File: src/rtl/serial_cmd_pkg.sv
package serial_cmd_pkg;
  localparam int ADDR_W    = 5;
  localparam int LEN_W     = 2;
  localparam int MAX_BYTES = 1 << LEN_W;
  localparam int DATA_W    = 8 * MAX_BYTES;

  typedef enum logic [1:0] {
    FR_IDLE  = 2'd0,
    FR_WDATA = 2'd1,
    FR_RSKIP = 2'd2
  } frame_st_t;

  // Instruction byte layout: direction, count-1, address.
  typedef struct packed {
    logic              is_read;
    logic [LEN_W-1:0]  len_m1;
    logic [ADDR_W-1:0] addr;
  } instr_t;
endpackage

File: src/rtl/serial_sync.sv
module serial_sync #(
  parameter int               WIDTH   = 3,
  parameter int               STAGES  = 2,
  parameter logic [WIDTH-1:0] RST_VAL = '0
) (
  input  logic             clk,
  input  logic             rst,
  input  logic [WIDTH-1:0] async_in,
  output logic [WIDTH-1:0] level
);
  generate
    for (genvar g = 0; g < WIDTH; g++) begin : g_ch
      logic [STAGES-1:0] chain;
      always_ff @(posedge clk) begin
        if (rst) chain <= {STAGES{RST_VAL[g]}};
        else     chain <= {chain[STAGES-2:0], async_in[g]};
      end
      assign level[g] = chain[STAGES-1];
    end
  endgenerate
endmodule

File: src/rtl/serial_byte_rx.sv
module serial_byte_rx (
  input  logic       clk,
  input  logic       rst,
  input  logic       sclk_rise,
  input  logic       cs_sel,
  input  logic       cs_rise,
  input  logic       sdi,
  input  logic       clear,
  output logic       byte_vld,
  output logic [7:0] byte_data,
  output logic [2:0] bit_cnt
);
  logic [6:0] shreg;

  always_ff @(posedge clk) begin
    if (rst) begin
      shreg     <= '0;
      bit_cnt   <= '0;
      byte_vld  <= 1'b0;
      byte_data <= '0;
    end else begin
      byte_vld <= 1'b0;
      if (clear || cs_rise) begin
        bit_cnt <= '0;
      end else if (sclk_rise && cs_sel) begin
        shreg   <= {shreg[5:0], sdi};
        bit_cnt <= bit_cnt + 3'd1;
        if (bit_cnt == 3'd7) begin
          byte_vld  <= 1'b1;
          byte_data <= {shreg, sdi};
        end
      end
    end
  end
endmodule

File: src/rtl/serial_idle_timer.sv
module serial_idle_timer #(
  parameter int TIMEOUT_CYC = 250000,
  localparam int CNT_W = $clog2(TIMEOUT_CYC + 1)
) (
  input  logic             clk,
  input  logic             rst,
  input  logic             busy,
  input  logic             activity,
  output logic             expire,
  output logic [CNT_W-1:0] cnt
);
  localparam logic [CNT_W-1:0] LAST = CNT_W'(TIMEOUT_CYC - 1);

  always_ff @(posedge clk) begin
    if (rst) begin
      cnt    <= '0;
      expire <= 1'b0;
    end else begin
      expire <= 1'b0;
      if (!busy || activity) begin
        cnt <= '0;
      end else if (cnt == LAST) begin
        cnt    <= '0;
        expire <= 1'b1;
      end else begin
        cnt <= cnt + CNT_W'(1);
      end
    end
  end
endmodule

File: src/rtl/serial_cmd_frame.sv
module serial_cmd_frame
  import serial_cmd_pkg::*;
(
  input  logic              clk,
  input  logic              rst,
  input  logic              byte_vld,
  input  logic [7:0]        byte_data,
  input  logic              clear,
  output logic              busy,
  output logic              reg_we,
  output logic [ADDR_W-1:0] reg_addr,
  output logic [DATA_W-1:0] reg_wdata,
  output logic              rd_req,
  output logic [ADDR_W-1:0] rd_addr
);
  frame_st_t         state;
  logic [LEN_W-1:0]  rem;
  logic [ADDR_W-1:0] addr_q;
  logic [DATA_W-1:0] shadow;
  logic [DATA_W-1:0] shifted;
  instr_t            ins;

  assign ins     = instr_t'(byte_data);
  assign shifted = {shadow[DATA_W-9:0], byte_data};
  assign busy    = (state != FR_IDLE);

  always_ff @(posedge clk) begin
    if (rst) begin
      state     <= FR_IDLE;
      rem       <= '0;
      addr_q    <= '0;
      shadow    <= '0;
      reg_we    <= 1'b0;
      reg_addr  <= '0;
      reg_wdata <= '0;
      rd_req    <= 1'b0;
      rd_addr   <= '0;
    end else begin
      reg_we <= 1'b0;
      rd_req <= 1'b0;
      if (clear) begin
        state <= FR_IDLE;
      end else if (byte_vld) begin
        unique case (state)
          FR_IDLE: begin
            addr_q <= ins.addr;
            rem    <= ins.len_m1;
            shadow <= '0;
            if (ins.is_read) begin
              rd_req  <= 1'b1;
              rd_addr <= ins.addr;
              state   <= FR_RSKIP;
            end else begin
              state <= FR_WDATA;
            end
          end
          FR_WDATA: begin
            shadow <= shifted;
            if (rem == '0) begin
              reg_we    <= 1'b1;
              reg_addr  <= addr_q;
              reg_wdata <= shifted;
              state     <= FR_IDLE;
            end else begin
              rem <= rem - LEN_W'(1);
            end
          end
          FR_RSKIP: begin
            if (rem == '0) state <= FR_IDLE;
            else           rem   <= rem - LEN_W'(1);
          end
          default: state <= FR_IDLE;
        endcase
      end
    end
  end
endmodule

File: src/rtl/serial_cmd_rx.sv
module serial_cmd_rx
  import serial_cmd_pkg::*;
#(
  parameter int TIMEOUT_CYC = 250000,
  parameter int SYNC_STAGES = 2
) (
  input  logic              clk,
  input  logic              rst,
  input  logic              sclk_in,
  input  logic              csn_in,
  input  logic              sdi_in,
  output logic              reg_we,
  output logic [ADDR_W-1:0] reg_addr,
  output logic [DATA_W-1:0] reg_wdata,
  output logic              rd_req,
  output logic [ADDR_W-1:0] rd_addr,
  output logic              cmd_abort
);
  localparam int CNT_W = $clog2(TIMEOUT_CYC + 1);

  logic [2:0]       lvl;
  logic             sclk_prev, csn_prev;
  logic             sclk_rise, cs_rise, cs_sel, activity;
  logic             byte_vld;
  logic [7:0]       byte_data;
  logic [2:0]       bit_cnt;
  logic             frame_busy, busy, expire;
  logic [CNT_W-1:0] tmo_cnt;

  // Channel order: 0 serial clock, 1 select, 2 data.
  serial_sync #(.WIDTH(3), .STAGES(SYNC_STAGES), .RST_VAL(3'b010)) u_sync (
    .clk(clk), .rst(rst), .async_in({sdi_in, csn_in, sclk_in}), .level(lvl)
  );

  always_ff @(posedge clk) begin
    if (rst) begin
      sclk_prev <= 1'b0;
      csn_prev  <= 1'b1;
    end else begin
      sclk_prev <= lvl[0];
      csn_prev  <= lvl[1];
    end
  end

  assign sclk_rise = lvl[0] & ~sclk_prev;
  assign cs_rise   = lvl[1] & ~csn_prev;
  assign cs_sel    = ~lvl[1];
  assign activity  = (lvl[0] ^ sclk_prev) | (lvl[1] ^ csn_prev);

  serial_byte_rx u_rx (
    .clk(clk), .rst(rst), .sclk_rise(sclk_rise), .cs_sel(cs_sel),
    .cs_rise(cs_rise), .sdi(lvl[2]), .clear(expire),
    .byte_vld(byte_vld), .byte_data(byte_data), .bit_cnt(bit_cnt)
  );

  serial_cmd_frame u_frame (
    .clk(clk), .rst(rst), .byte_vld(byte_vld), .byte_data(byte_data),
    .clear(expire), .busy(frame_busy), .reg_we(reg_we), .reg_addr(reg_addr),
    .reg_wdata(reg_wdata), .rd_req(rd_req), .rd_addr(rd_addr)
  );

  assign busy = (bit_cnt != 3'd0) | frame_busy;

  serial_idle_timer #(.TIMEOUT_CYC(TIMEOUT_CYC)) u_tmo (
    .clk(clk), .rst(rst), .busy(busy), .activity(activity),
    .expire(expire), .cnt(tmo_cnt)
  );

  assign cmd_abort = expire;
endmodule

File: config.mk
export PLATFORM = sky130hd
export DESIGN_NAME = serial_cmd_rx
export DESIGN_NICKNAME = d
export VERILOG_FILES = /design/src/rtl/serial_cmd_pkg.sv /design/src/rtl/serial_sync.sv /design/src/rtl/serial_byte_rx.sv /design/src/rtl/serial_idle_timer.sv /design/src/rtl/serial_cmd_frame.sv /design/src/rtl/serial_cmd_rx.sv
export SDC_FILE = /design/constraint.sdc
export NUM_CORES = 1
export LEC_CHECK = 0
export BUFFER_PORTS_ARGS = -buffer_cell sky130_fd_sc_hd__buf_2
export CAP_MARGIN = 20
export CORE_ASPECT_RATIO = 1.1
export CORE_MARGIN = 3
export CORE_UTILIZATION = 50
export DETAILED_ROUTE_END_ITERATION = 7
export GPL_TIMING_DRIVEN = 0
export PLACE_DENSITY = 0.72
export SKIP_CTS_REPAIR_TIMING = 1
export SYNTH_ARGS = -nofsm -noshare
export SYNTH_HDL_FRONTEND = slang
export SYNTH_SLANG_ARGS = --single-unit
File: constraint.sdc
create_clock -name clk -period 2 [get_ports clk]
set_input_delay 0.4 -clock clk [delete_from_list [all_inputs] [get_ports clk]]
set_output_delay 0.4 -clock clk [all_outputs]
set_load 0.02 [all_outputs]
# == After elaboration in Yosys (flattened, before gate mapping) ==
# Index checks and enable logic that the tools add are counted.
# op_classes
n_reduce_logical,26
n_addsub,3
n_eq_ne,6
n_mux,10
bitwise_logic,15
# op_table
operator,n
24-bit case mux with 2 select lines,1
"18-bit by 1-bit adder with 18-bit output, second input constant",1
"18-bit == test, second input constant",1
4-bit AND reduction,3
1-bit inverter,9
3-bit AND reduction,3
2-bit case mux with 2 select lines,2
2-bit OR reduction,4
4-bit OR reduction,2
2-bit two-way mux,3
2-bit nonzero test,3
3-bit OR reduction,2
2-bit logical NOT,2
1-bit two-way mux,4
2-bit AND reduction,2
"3-bit by 1-bit adder with 3-bit output, second input constant",1
"3-bit == test, second input constant",1
3-bit nonzero test,1
1-bit bitwise AND,2
"2-bit by 1-bit == test with 1-bit output, second input constant",1
"2-bit == test, second input constant",1
1-bit logical OR,2
"2-bit by 1-bit != test with 1-bit output, second input constant",1
"2-bit != test, second input constant",1
other kinds (5),7
# word_totals
out_inout_bits,45
regBits,123
inputBits,5

# == Longest topological paths before layout ==
# depth
ltp_word,5
ltp_mapped,9
depth_no_buf,6

# == Hierarchy ==
# From an unflattened synthesis, not the netlist that was laid out.
# hier_totals
cells_unflattened,550
hier_area_um2,4823.4
# by_module_without_submodules
mod,seq_area_each_um2,area_per_inst_um2,cells_per_inst,n_inst
serial_cmd_frame,1541.5,2834.0,348,1
serial_idle_timer,380.4,874.6,98,1
serial_byte_rx,380.4,834.6,78,1
serial_sync,120.1,180.2,15,1
serial_cmd_rx,40.0,100.1,11,1

# == Worst setup path before layout ==
# Ideal clock, no wire load.
# synth_timing
path_kind,flip-flop to flip-flop
from,register u_frame.state[0]
to,register u_frame.rem[0]
arrival_ns,1.826
required_time_ns,1.868
period_less_slack_ns,1.958
path_slack_ns,0.042
n_path_buf,0
path_stages_with_launch,7
setup_ns,0.132
path_cell_list,dfxtp_1 -> inv_1 -> ha_1 -> nor2_1 -> a2111oi_0 -> mux2i_1 -> a21oi_1
# synth_via
elab_chain_cells,4
# synth_lines
item,line_no,text
start: declaration,serial_cmd_frame.sv:16,frame_st_t state;
start signal: assignment,serial_cmd_frame.sv:29,state <= FR_IDLE;
start signal: assignment,serial_cmd_frame.sv:42,state <= FR_IDLE;
start signal: assignment,serial_cmd_frame.sv:52,state <= FR_RSKIP;
2-bit by 1-bit == test with 1-bit output / 2-bit == test (equally long branches),serial_cmd_frame.sv:44,unique case (state)
2-bit OR reduction (no source line),-,
2-bit != test (no source line) / 2-bit nonzero test (equally long branches),-,
4-bit AND reduction (no source line),-,
end signal: assignment,serial_cmd_frame.sv:47,rem <= ins.len_m1;
end signal: assignment,serial_cmd_frame.sv:65,rem <= rem - LEN_W'(1);
end signal: assignment,serial_cmd_frame.sv:70,else rem <= rem - LEN_W'(1);
end: declaration,serial_cmd_frame.sv:17,logic [LEN_W-1:0] rem;
# Several ways; a longest one is shown, not always the timed one.
# A chain may end at the register's enable or synchronous reset.

# == Final worst setup path ==
# layout_timing
from,register u_tmo.cnt[8]
to,register u_tmo.cnt[4]
# layout_via
elab_chain_cells,2
# layout_lines
item,line_no,text
start: declaration,serial_idle_timer.sv:10,output logic [CNT_W-1:0] cnt
start signal: assignment,serial_idle_timer.sv:26,cnt <= cnt + CNT_W'(1);
18-bit == test,serial_idle_timer.sv:22,end else if (cnt == LAST) begin
3-bit OR reduction (no source line),-,
# Every way passes these cells.

==> metrics.md <==
| Metric | Value |
|---|---|
| Status | complete, no violations |
| Die area | a little over 10000 um2 |
| Commonest non-fill, non-tap cell in the layout | dfxtp_1 |
| Endpoints failing setup | 0 |
| Vias in the first global route | between 3000 and 4000 |
| Reg clk slew, reported paths | 0.06 ns |
| Ant. Diodes | 0 |
| WL per Instance | between 10 and 15 um |
| P&R area growth vs syn | 23.58% |
| Initial DRC count | between 150 and 200 |
| Die height | 105.8 um |
| Clock Skews | just over 0.007 ns |
| Combinational Power Share | 0.010 |
| Startpoint types | flop |
| Port bufs | 49 |
| Post-Route WL | 10.17 mm |
| Register area share after synthesis | 0.5441 |
| Max Slew Vio Count | 0 |
| CTS max path bufs | 2 |
| Synthesized flop and latch total | roughly 120 |
| Hold Path Class | in2reg |
| Final Hold Fails | 0 |
| # nets final | 597 |
| Site Rows | 35 |
| Hpwl dp | between 6 and 7 mm |
| Final period utilization | 0.9796 |
| Post-Syn Instances | 513 |
| Avg Cell Area, Syn | 8.822 um2 |
| Int Power | between 4000 and 5000 uW |
| Crit path max fanout | 6 |
| WP data required | approximately 2.4 ns |
| Ports | 50 |
| Critical Path Sink Type | flop |
| Minimum hold slack | between 0.06 and 0.07 ns |
| Dpl ws | -0.2009 ns |
| Relative slew slack | 0.6201 |
| Peak supply drop | about 0.0007 V |
| Max frequency | between 0.5 and 0.6 GHz |
| Vias per inst | 5.347 |
| Arrival @ worst endpoint | about 2.4 ns |
| CP Class | reg2reg |
| Fin crit period | 1.959 ns |
| Clock Latency Late Sink | 0.52 ns |
| H-tree level count | 4 |
| Ys Warns | 0 |
| Core box area | between 8000 and 9000 um2 |
| Tot Pwr | just under 6000 uW |
| Worst-margin pin slew | about 0.57 ns |
| Final Core Density | 0.6516 |
| Gr ovfl total | 0 |
| Via total after detailed routing | roughly 3800 |
| Largest net degree at the start of global routing | 17 |
| Netlist area before placement | 4526 um2 |
| # clock sinks | roughly 120 |
| First-pass DRT Iterations | 6 |
| Die Width | 96.71 um |
| Switching Fraction | 0.1989 |
| # Max-Cap Violations | 0 |
| Syn Nets | around 530 |
| Root buffer cell | clkbuf_8 |
| Final worst-path setup slack | between 0.04 and 0.05 ns |
| Netlist cell types | 37 |
| First-pass GRT wire length | between 15 and 20 mm |
| Num CTS Buffers | 17 |
| GR Util All Layers | 0.2108 |
| Reg power frac | 0.426 |
| Number of antenna violations at the first check in global routing | 0 |
| Proportion of layout cells with a drive suffix above 1 | 0.1812 |
| Gpl congestion | between 0.8 and 0.9 |
| Leakage power | between 0.002 and 0.0025 uW |
| Placement Cell Area | roughly 4900 um2 |
| Residual DRC | 0 |
| Clock power frac | 0.564 |
| P per Cell Area | between 1000 and 1500 nW/um2 |
| Post-route cell area | between 5000 and 6000 um2 |
| NetSw | around 1100 uW |
| Starting Density | 0.5273 |
| Number of routed nets with antenna violations | 0 |
| CTS tree | done |
| Most frequent cells in the layout | 121 x dfxtp_1, 97 x nand2_1, 67 x nor2_1 |
[cell type report]
| type | count | area (um2) |
|---|---|---|
| plain buffers | 29 | 128.9 |
| inverters | 14 | 52.55 |
| multi-input cells | 346 | 1904 |
| fillers | 727 | 2990 |
| clock inverters | 14 | 217.7 |
| repair buffers | 52 | 267.8 |
| clock buffers | 18 | 417.9 |
| flip-flops and latches | 123 | 2465 |
| well taps | 111 | 138.9 |
[registers in the layout, indices dropped and copies added, names as in the netlist, 2 cells and up]
register and flops:
u_frame.state 2, u_sync.g_ch.chain 6, u_frame.reg_addr 5, u_frame.addr_q 5, u_tmo.cnt 18, u_rx.shreg 7
u_frame.rd_addr 5, u_frame.shadow 24, u_frame.reg_wdata 32, u_frame.rem 2, u_rx.byte_data 8, u_rx.bit_cnt 3
[cell families (layout without fill, tap and decap cells)]
family,Yosys count,in the layout,synth area share
XOR/XNOR,16,16,0.03096
buffers and inverters,44,127,0.03843
AO/OA/AOI/OAI,83,83,0.1095
AND/OR/NAND/NOR,222,222,0.2165
flip-flops,123,123,0.5441
multiplexers,16,16,0.03566
adder cells (fa/ha/maj),9,9,0.02488
[critical path: stages (launching register included)]
cell and delay, ns:
dfxtp_2 0.35, or4b_1 0.54, or4_4 0.55, o21bai_4 0.20
buf_4 0.17, nor2_1 0.05
[per-layer routing]
| layer | share of wire | wire (um) | global-route usage | vias up |
|---|---|---|---|---|
| met5 | 0 | 0 | 0 | - |
| met4 | 0.025 | 256 | 0.09027 | 0 |
| met3 | 0.051 | 514 | 0.06618 | 30 |
| met2 | 0.52 | 5267 | 0.3797 | 109 |
| met1 | 0.41 | 4132 | 0.2263 | 1768 |
| li1 | - | - | - | 1873 |
[power groups by stage]
stage	Sequential [uW]	Combinational, uW	Clock, uW
after floorplan	2510	38.9	0
after global placement	2510	56.5	0
after detailed placement	2510	58.1	0
after CTS	2460	58.7	3290
after global routing	2460	65.8	3420
final	2460	58.7	3260
[per-stage QoR]
step           TNS, ns  cells
2_1_floorplan        0    513
3_5_place_dp    -3.429    673
3_3_place_gp    -1.570    673
6_report             0    707
4_1_cts         -4.921    705
5_1_grt        -0.1047    707
[worst paths after layout]
path / startpoint / cells after the start / slack (ns) / endpoint
worst max-delay path: u_tmo.cnt[8] / 5 / 0.04 / u_tmo.cnt[4]
worst min-delay path: csn_in / 2 / 0.06 / u_sync.g_ch[1].chain[0]
worst max register to register: u_tmo.cnt[8] / 5 / 0.04 / u_tmo.cnt[4]
worst min register to register: u_sync.g_ch[1].chain[0] / 1 / 0.41 / u_sync.g_ch[1].chain[1]
[synth_stat cells]
cell type  count  area share
nand4_2        1      0.0028
nor3_1         6      0.0066
xnor2_1       12       0.023
or3b_2         1      0.0019
a21oi_1       54       0.060
o21bai_4       1      0.0041
and2_1         1      0.0014
and3b_1        2      0.0039
nor4b_1        2      0.0039
nor2b_1        6      0.0083
nand3b_1       1      0.0017
o21ai_0        2      0.0022
buf_2          1      0.0011
clkbuf_1      24       0.020
or4b_1         1      0.0022
a2111oi_0      1      0.0019
mux2_2         1      0.0025
mux2i_1       15       0.033
or3_1          2      0.0028
nand3_1       19       0.021
or4_4          1      0.0025
ha_1           9       0.025
buf_1          4      0.0033
nand4_1        4      0.0055
a22oi_1       24       0.040
or2_2          3      0.0041
buf_6          1      0.0025
xor2_1         4      0.0077
or4_1          1      0.0017
nor4_1         4      0.0055
nor2_1        68       0.056
nand2_1       97       0.080
nand4b_1       1      0.0019
and4_1         1      0.0019
inv_1         14       0.012
dfxtp_1      123        0.54
a211oi_1       1      0.0017
(Power assumes the default switching activity.)
